File: src/rtl/psc_pkg.sv
package psc_pkg;
  localparam int ENERGY_W = 10;

  typedef enum logic [1:0] {
    LVL_LOW  = 2'd0,
    LVL_MID  = 2'd1,
    LVL_HIGH = 2'd2,
    LVL_NONE = 2'd3
  } lvl_sel_e;
endpackage

File: src/rtl/psc_level_regs.sv
module psc_level_regs #(
  parameter int E_W = psc_pkg::ENERGY_W
) (
  input  logic           clk,
  input  logic           rst,
  input  logic           cfg_we,
  input  logic [1:0]     cfg_sel,
  input  logic [E_W-1:0] cfg_data,
  output logic [E_W-1:0] lvl_low,
  output logic [E_W-1:0] lvl_mid,
  output logic [E_W-1:0] lvl_high
);
  import psc_pkg::*;
  localparam logic [E_W-1:0] LVL_RESET = '1;

  lvl_sel_e sel;
  assign sel = lvl_sel_e'(cfg_sel);

  always_ff @(posedge clk) begin
    if (rst) begin
      lvl_low  <= LVL_RESET;
      lvl_mid  <= LVL_RESET;
      lvl_high <= LVL_RESET;
    end else if (cfg_we) begin
      case (sel)
        LVL_LOW:  lvl_low  <= cfg_data;
        LVL_MID:  lvl_mid  <= cfg_data;
        LVL_HIGH: lvl_high <= cfg_data;
        default:  ;
      endcase
    end
  end

  AST_LOW_WRITE: assert property (@(posedge clk) disable iff (rst)
    (cfg_we && cfg_sel == 2'd0) |=> lvl_low == $past(cfg_data));
  AST_HIGH_WRITE: assert property (@(posedge clk) disable iff (rst)
    (cfg_we && cfg_sel == 2'd2) |=> lvl_high == $past(cfg_data));
  AST_SEL_NONE: assert property (@(posedge clk) disable iff (rst)
    (cfg_we && cfg_sel == 2'd3) |=> ($stable(lvl_low) && $stable(lvl_mid) && $stable(lvl_high)));
endmodule

File: src/rtl/psc_grade.sv
module psc_grade #(
  parameter int E_W = psc_pkg::ENERGY_W
) (
  input  logic [E_W-1:0] energy,
  input  logic [E_W-1:0] lvl_low,
  input  logic [E_W-1:0] lvl_mid,
  input  logic [E_W-1:0] lvl_high,
  output logic [1:0]     grade
);
  always_comb begin
    if (energy >= lvl_high)      grade = 2'd3;
    else if (energy >= lvl_mid)  grade = 2'd2;
    else if (energy >= lvl_low)  grade = 2'd1;
    else                         grade = 2'd0;
  end
endmodule

File: src/rtl/psc_adder.sv
module psc_adder #(
  parameter int N     = 6,
  parameter int E_W   = psc_pkg::ENERGY_W,
  parameter int SUM_W = 14
) (
  input  logic [N*E_W-1:0] energies,
  output logic [SUM_W-1:0] sum
);
  localparam int PAD_W = SUM_W - E_W;

  always_comb begin
    sum = '0;
    for (int i = 0; i < N; i++) begin
      sum = sum + {{PAD_W{1'b0}}, energies[i*E_W +: E_W]};
    end
  end
endmodule

File: src/rtl/patch_sum_classifier.sv
module patch_sum_classifier #(
  parameter int NUM_PATCH = 6,
  parameter int E_W       = psc_pkg::ENERGY_W
) (
  input  logic                                         clk,
  input  logic                                         rst,
  input  logic                                         in_valid,
  input  logic [NUM_PATCH*E_W-1:0]                     in_energy,
  input  logic                                         cfg_we,
  input  logic [1:0]                                   cfg_sel,
  input  logic [E_W-1:0]                               cfg_data,
  output logic                                         out_valid,
  output logic [((NUM_PATCH > 2) ? 14 : 13)+2*NUM_PATCH-1:0] out_word
);
  localparam int SUM_W   = (NUM_PATCH > 2) ? 14 : 13;
  localparam int GRADE_W = 2 * NUM_PATCH;
  localparam int OUT_W   = SUM_W + GRADE_W;

  logic [E_W-1:0]     lvl_low, lvl_mid, lvl_high;
  logic [SUM_W-1:0]   sum_c;
  logic [GRADE_W-1:0] grades_c;

  psc_level_regs #(.E_W(E_W)) u_levels (
    .clk      (clk),
    .rst      (rst),
    .cfg_we   (cfg_we),
    .cfg_sel  (cfg_sel),
    .cfg_data (cfg_data),
    .lvl_low  (lvl_low),
    .lvl_mid  (lvl_mid),
    .lvl_high (lvl_high)
  );

  psc_adder #(.N(NUM_PATCH), .E_W(E_W), .SUM_W(SUM_W)) u_adder (
    .energies (in_energy),
    .sum      (sum_c)
  );

  for (genvar g = 0; g < NUM_PATCH; g++) begin : g_grade
    psc_grade #(.E_W(E_W)) u_grade (
      .energy   (in_energy[g*E_W +: E_W]),
      .lvl_low  (lvl_low),
      .lvl_mid  (lvl_mid),
      .lvl_high (lvl_high),
      .grade    (grades_c[2*g +: 2])
    );
  end

  always_ff @(posedge clk) begin
    if (rst) begin
      out_valid <= 1'b0;
      out_word  <= '0;
    end else begin
      out_valid <= in_valid;
      if (in_valid) out_word <= {grades_c, sum_c};
    end
  end

  AST_LATENCY: assert property (@(posedge clk) disable iff (rst)
    in_valid |=> out_valid);
  AST_NO_SPURIOUS: assert property (@(posedge clk) disable iff (rst)
    !in_valid |=> !out_valid);
  AST_HOLD_IDLE: assert property (@(posedge clk) disable iff (rst)
    !in_valid |=> $stable(out_word));
  AST_NO_OVERFLOW: assert property (@(posedge clk) disable iff (rst)
    in_valid |=> out_word[SUM_W-1:0] >= {{(SUM_W-E_W){1'b0}}, $past(in_energy[E_W-1:0])});
  AST_WIDTH_OK: assert property (@(posedge clk) disable iff (rst)
    out_valid |-> OUT_W == $bits(out_word));
endmodule

File: config.mk
export PLATFORM = sky130hd
export DESIGN_NAME = patch_sum_classifier
export DESIGN_NICKNAME = d
export VERILOG_FILES = /design/src/rtl/psc_pkg.sv /design/src/rtl/psc_level_regs.sv /design/src/rtl/psc_grade.sv /design/src/rtl/psc_adder.sv /design/src/rtl/patch_sum_classifier.sv
export SDC_FILE = /design/constraint.sdc
export NUM_CORES = 1
export LEC_CHECK = 0
export BUFFER_PORTS_ARGS = -buffer_cell sky130_fd_sc_hd__buf_4
export CORE_MARGIN = 2
export CORE_UTILIZATION = 40
export CTS_CLUSTER_SIZE = 12
export DETAILED_ROUTE_END_ITERATION = 10
export PLACE_DENSITY = 0.63
export REMOVE_ABC_BUFFERS = 1
export SYNTH_ARGS = -nofsm -noshare
export SYNTH_HDL_FRONTEND = slang
export SYNTH_SLANG_ARGS = --single-unit
File: constraint.sdc
create_clock -name clk -period 7.6 [get_ports clk]
set_clock_uncertainty 0.15 [all_clocks]
set_input_delay 0.76 -clock clk [delete_from_list [all_inputs] [get_ports clk]]
set_output_delay 0.76 -clock clk [all_outputs]
set_load 0.005 [all_outputs]
==> metrics.csv <==
stage,metric,value,unit
logic_synthesis,yosysUniqueCellTypes,58,
placement,place_hpwl,17.1,mm
grt,antenna_found_initial,0,
timing,setup_viol,0,
clocking,cts_setup_buffers,0,
logic_synthesis,synth-seq-cells,56,
timing,rsz0062_at_grt,false,
worst_setup_path,startpoint_type,input port,
timing,finalHoldViolations,0,
worst_setup_path,path_class,input port to flip-flop,
run_status,status,completed,
pwr,leakagePower,4.58,nW
placement,place_inst,1125,
detailed_routing,drc,0,
pwr,pwr-share-comb,60.0,%
detailed_routing,routed_wl,20.3,mm
detailed_routing,dr_total_vias,6276,
detailed_routing,wl_per_cell,17.9,microns
worst_setup_path,crit_fanout,3,
pwr,power_switching,0.633,mW
clocking,clockBufferDepth,2,
pwr,power,1.51,mW
logic_synthesis,syn_inst,809,
final_layout,final_nets,1215,
floorplanning,rows,49,
floorplanning,pin_count,103,
final_layout,fin_cells,1133,
timing,worst_pin_slew,0.856,ns
placement,place_congestion,0.882,
clocking,numCtsBuffers,5,
run,maxCapViolations,0,
timing,layout_min_cycle_time,5.59,ns
pwr,ir_drop,0.146,mV
logic_synthesis,ys_seq_area_share,15.2,%
floorplanning,design.die.area,19600,sq um
grt,grt_usage,20.8,%
clocking,cts_resized,0,
detailed_routing,drt_first_pass_iters,5,
logic_synthesis,synth_edf_count,0,
placement,port_buffers,101,
detailed_routing,drt_iter0_drc,267,
clocking,clk_pin_slew,0.09,ns
final_layout,n_antenna_cell,0,
pwr,p_int,0.878,mW
logic_synthesis,avgSynthCellArea,9.13,sq um
pwr,pwr-share-seq,23.0,%
timing,fmax,179,MHz
floorplanning,die_y,140,microns
floorplanning,fp.dieW,140,microns
logic_synthesis,yosysWarningCount,0,
worst_setup_path,cp-end-kind,flip-flop,
grt,first_global_vias,6156,
clocking,cts_num_sinks,56,
final_layout,area_growth,15.5,%
grt,grt_pass1_wl,31.9,mm
grt,grt_max_degree,33,
grt,overflow,0,
worst_setup_path,required,7.65,ns
timing,worst_slew_margin_rel,42.9,%
pwr,clkPwrFrac,17.0,%
final_layout,drive_above_1_share,13.8,%
clocking,hold_buffers,0,
floorplanning,initial_utilization,41.0,%
logic_synthesis,synthArstFlopShare,0,%
clocking,h-tree-depth,2,
timing,period_share,73.5,%
pwr,power_density,177,nW/um^2
clocking,cts_tree,done,
floorplanning,core,18000,sq um
timing,finalSetupTns,0,ns
logic_synthesis,synth_area,7390,sq um
clocking,cts-root-buf,clkbuf_16,
pwr,switching_share,41.9,%
min_path,hold_path.class,flip-flop to flip-flop,
timing,maxSlewViolCount,0,
clocking,clk_latency,0.31,ns
detailed_routing,vias_per_cell,5.54,
detailed_routing,ant_nets,0,
worst_setup_path,arrival,5.64,ns
logic_synthesis,synth_ff_type,dfxtp_1,
-- state kept, by name (all words and copies together), names as in the netlist --
signal and flops:
out_word 25, u_levels.lvl_high 10, u_levels.lvl_low 10, u_levels.lvl_mid 10, out_valid 1
-- Yosys cell counts (all sizes together), types with 2 or more instances --
| library cell | count | area share, % |
|---|---|---|
| o32ai | 2 | 0.24 |
| a21oi | 39 | 2.9 |
| o2111a | 2 | 0.30 |
| o22ai | 5 | 0.42 |
| a31o | 2 | 0.24 |
| or3 | 3 | 0.25 |
| or4 | 4 | 0.46 |
| a21o | 27 | 2.7 |
| nand2b | 19 | 1.7 |
| nand2 | 49 | 2.5 |
| clkbuf | 13 | 0.66 |
| o211ai | 37 | 3.8 |
| a311oi | 3 | 0.36 |
| a2111oi | 7 | 1.8 |
| nor2b | 7 | 0.59 |
| dfxtp | 56 | 15 |
| nor2 | 30 | 1.5 |
| xnor2 | 8 | 0.95 |
| xor2 | 6 | 0.71 |
| a221oi | 2 | 0.32 |
| and3b | 2 | 0.24 |
| o21ai | 43 | 2.9 |
| o21a | 21 | 2.1 |
| and3 | 5 | 0.42 |
| nor4 | 3 | 0.34 |
| o2111ai | 9 | 1.1 |
| o21bai | 3 | 0.30 |
| a211o | 3 | 0.36 |
| inv | 98 | 5.0 |
| fa | 31 | 8.4 |
| a211oi | 28 | 2.9 |
| ha | 205 | 35 |
| nand3 | 9 | 0.61 |
| nor3 | 3 | 0.20 |
| a221o | 2 | 0.27 |
| mux2i | 4 | 0.54 |
| a31oi | 6 | 0.51 |
| buf | 3 | 0.20 |
-- through the flow --
stage	hold slack (ns)	setup WS, ns	util, %	instance area [sq um]
floorplan	0.319	2.16	-	7320
global placement	0.317	1.75	46.5	8380
detailed placement	0.323	1.68	46.5	8380
CTS	0.337	2.01	47.3	8530
global route	0.367	1.79	47.3	8530
finish	0.335	2.01	47.3	8530
-- critical path: stages --
cell and delay [ns]:
buf_4 0.11, ha_1 0.22, fa_1 0.42, a21o_1 0.19
a21oi_2 0.16, o21ai_1 0.11, or3_1 0.33, a21oi_2 0.20
xnor2_1 0.17, fa_1 0.47, fa_1 0.53, inv_1 0.06
fa_1 0.49, inv_1 0.04, ha_1 0.21, or4_1 0.52
o22ai_1 0.25, o21ai_1 0.13, xnor2_1 0.17, o22ai_1 0.10
-- power by group through the flow --
| stage | Sequential (mW) | Combinational (mW) | Clock (mW) |
|---|---|---|---|
| 2_1_floorplan | 0.355 | 0.645 | 0 |
| 3_3_place_gp | 0.354 | 0.890 | 0 |
| 3_5_place_dp | 0.355 | 0.908 | 0 |
| 5_1_grt | 0.353 | 1.03 | 0.275 |
| 4_1_cts | 0.348 | 0.913 | 0.265 |
| 6_report | 0.348 | 0.906 | 0.257 |
-- path summary, 6_finish.rpt --
| path | start | endpoint | slack, ns | depth (start not counted) |
|---|---|---|---|---|
| max | in_energy[0] | out_word[11] | 2.01 | 20 |
| min | out_word[11] | out_word[11] | 0.33 | 2 |
| max reg2reg | u_levels.lvl_high[7] | out_word[14] | 5.03 | 8 |
| min reg2reg | out_word[11] | out_word[11] | 0.33 | 2 |
-- metal layers --
layer / routed length, microns / track usage (%)
met5: 0 / 0
met4: 366 / 4.53
met3: 803 / 2.87
met2: 9600 / 36.2
met1: 9510 / 27.6
-- layout make-up --
cell class,count,area [sq um]
clock buffers,5,125
clock inverters,3,25.0
fillers,1787,9490
inverters,98,368
multi-input cells,639,5840
flip-flops and latches,56,1120
well taps,229,287
repair buffers,103,773
-- layout by cell type, fill, tap and decap left out, drive strengths merged, types with 8 or more instances in the layout --
cell type,netlist,routed
a211oi,28,28
a21o,27,27
a21oi,39,39
buf,3,103
dfxtp,56,56
fa,31,31
ha,205,205
inv,98,100
nand2,49,49
nand2b,19,19
nand3,9,9
nor2,30,30
o2111ai,9,9
o211ai,37,37
o21a,21,21
o21ai,43,43
xnor2,8,8
-- logic make-up (layout without fill, tap and decap cells) --
group | Yosys count | after routing | synth area share [%]
AOI/OAI and AO/OA | 247 | 247 | 24.4
adders and majority gates | 236 | 236 | 43.1
DFF | 56 | 56 | 15.2
other | 1 | 1 | 0.0508
and+or+nand+nor | 137 | 137 | 9.21
xor gates and xnor gates | 14 | 14 | 1.66
muxes | 4 | 4 | 0.542
buffers and inverters | 114 | 209 | 5.84
(Power assumes the default switching activity.)
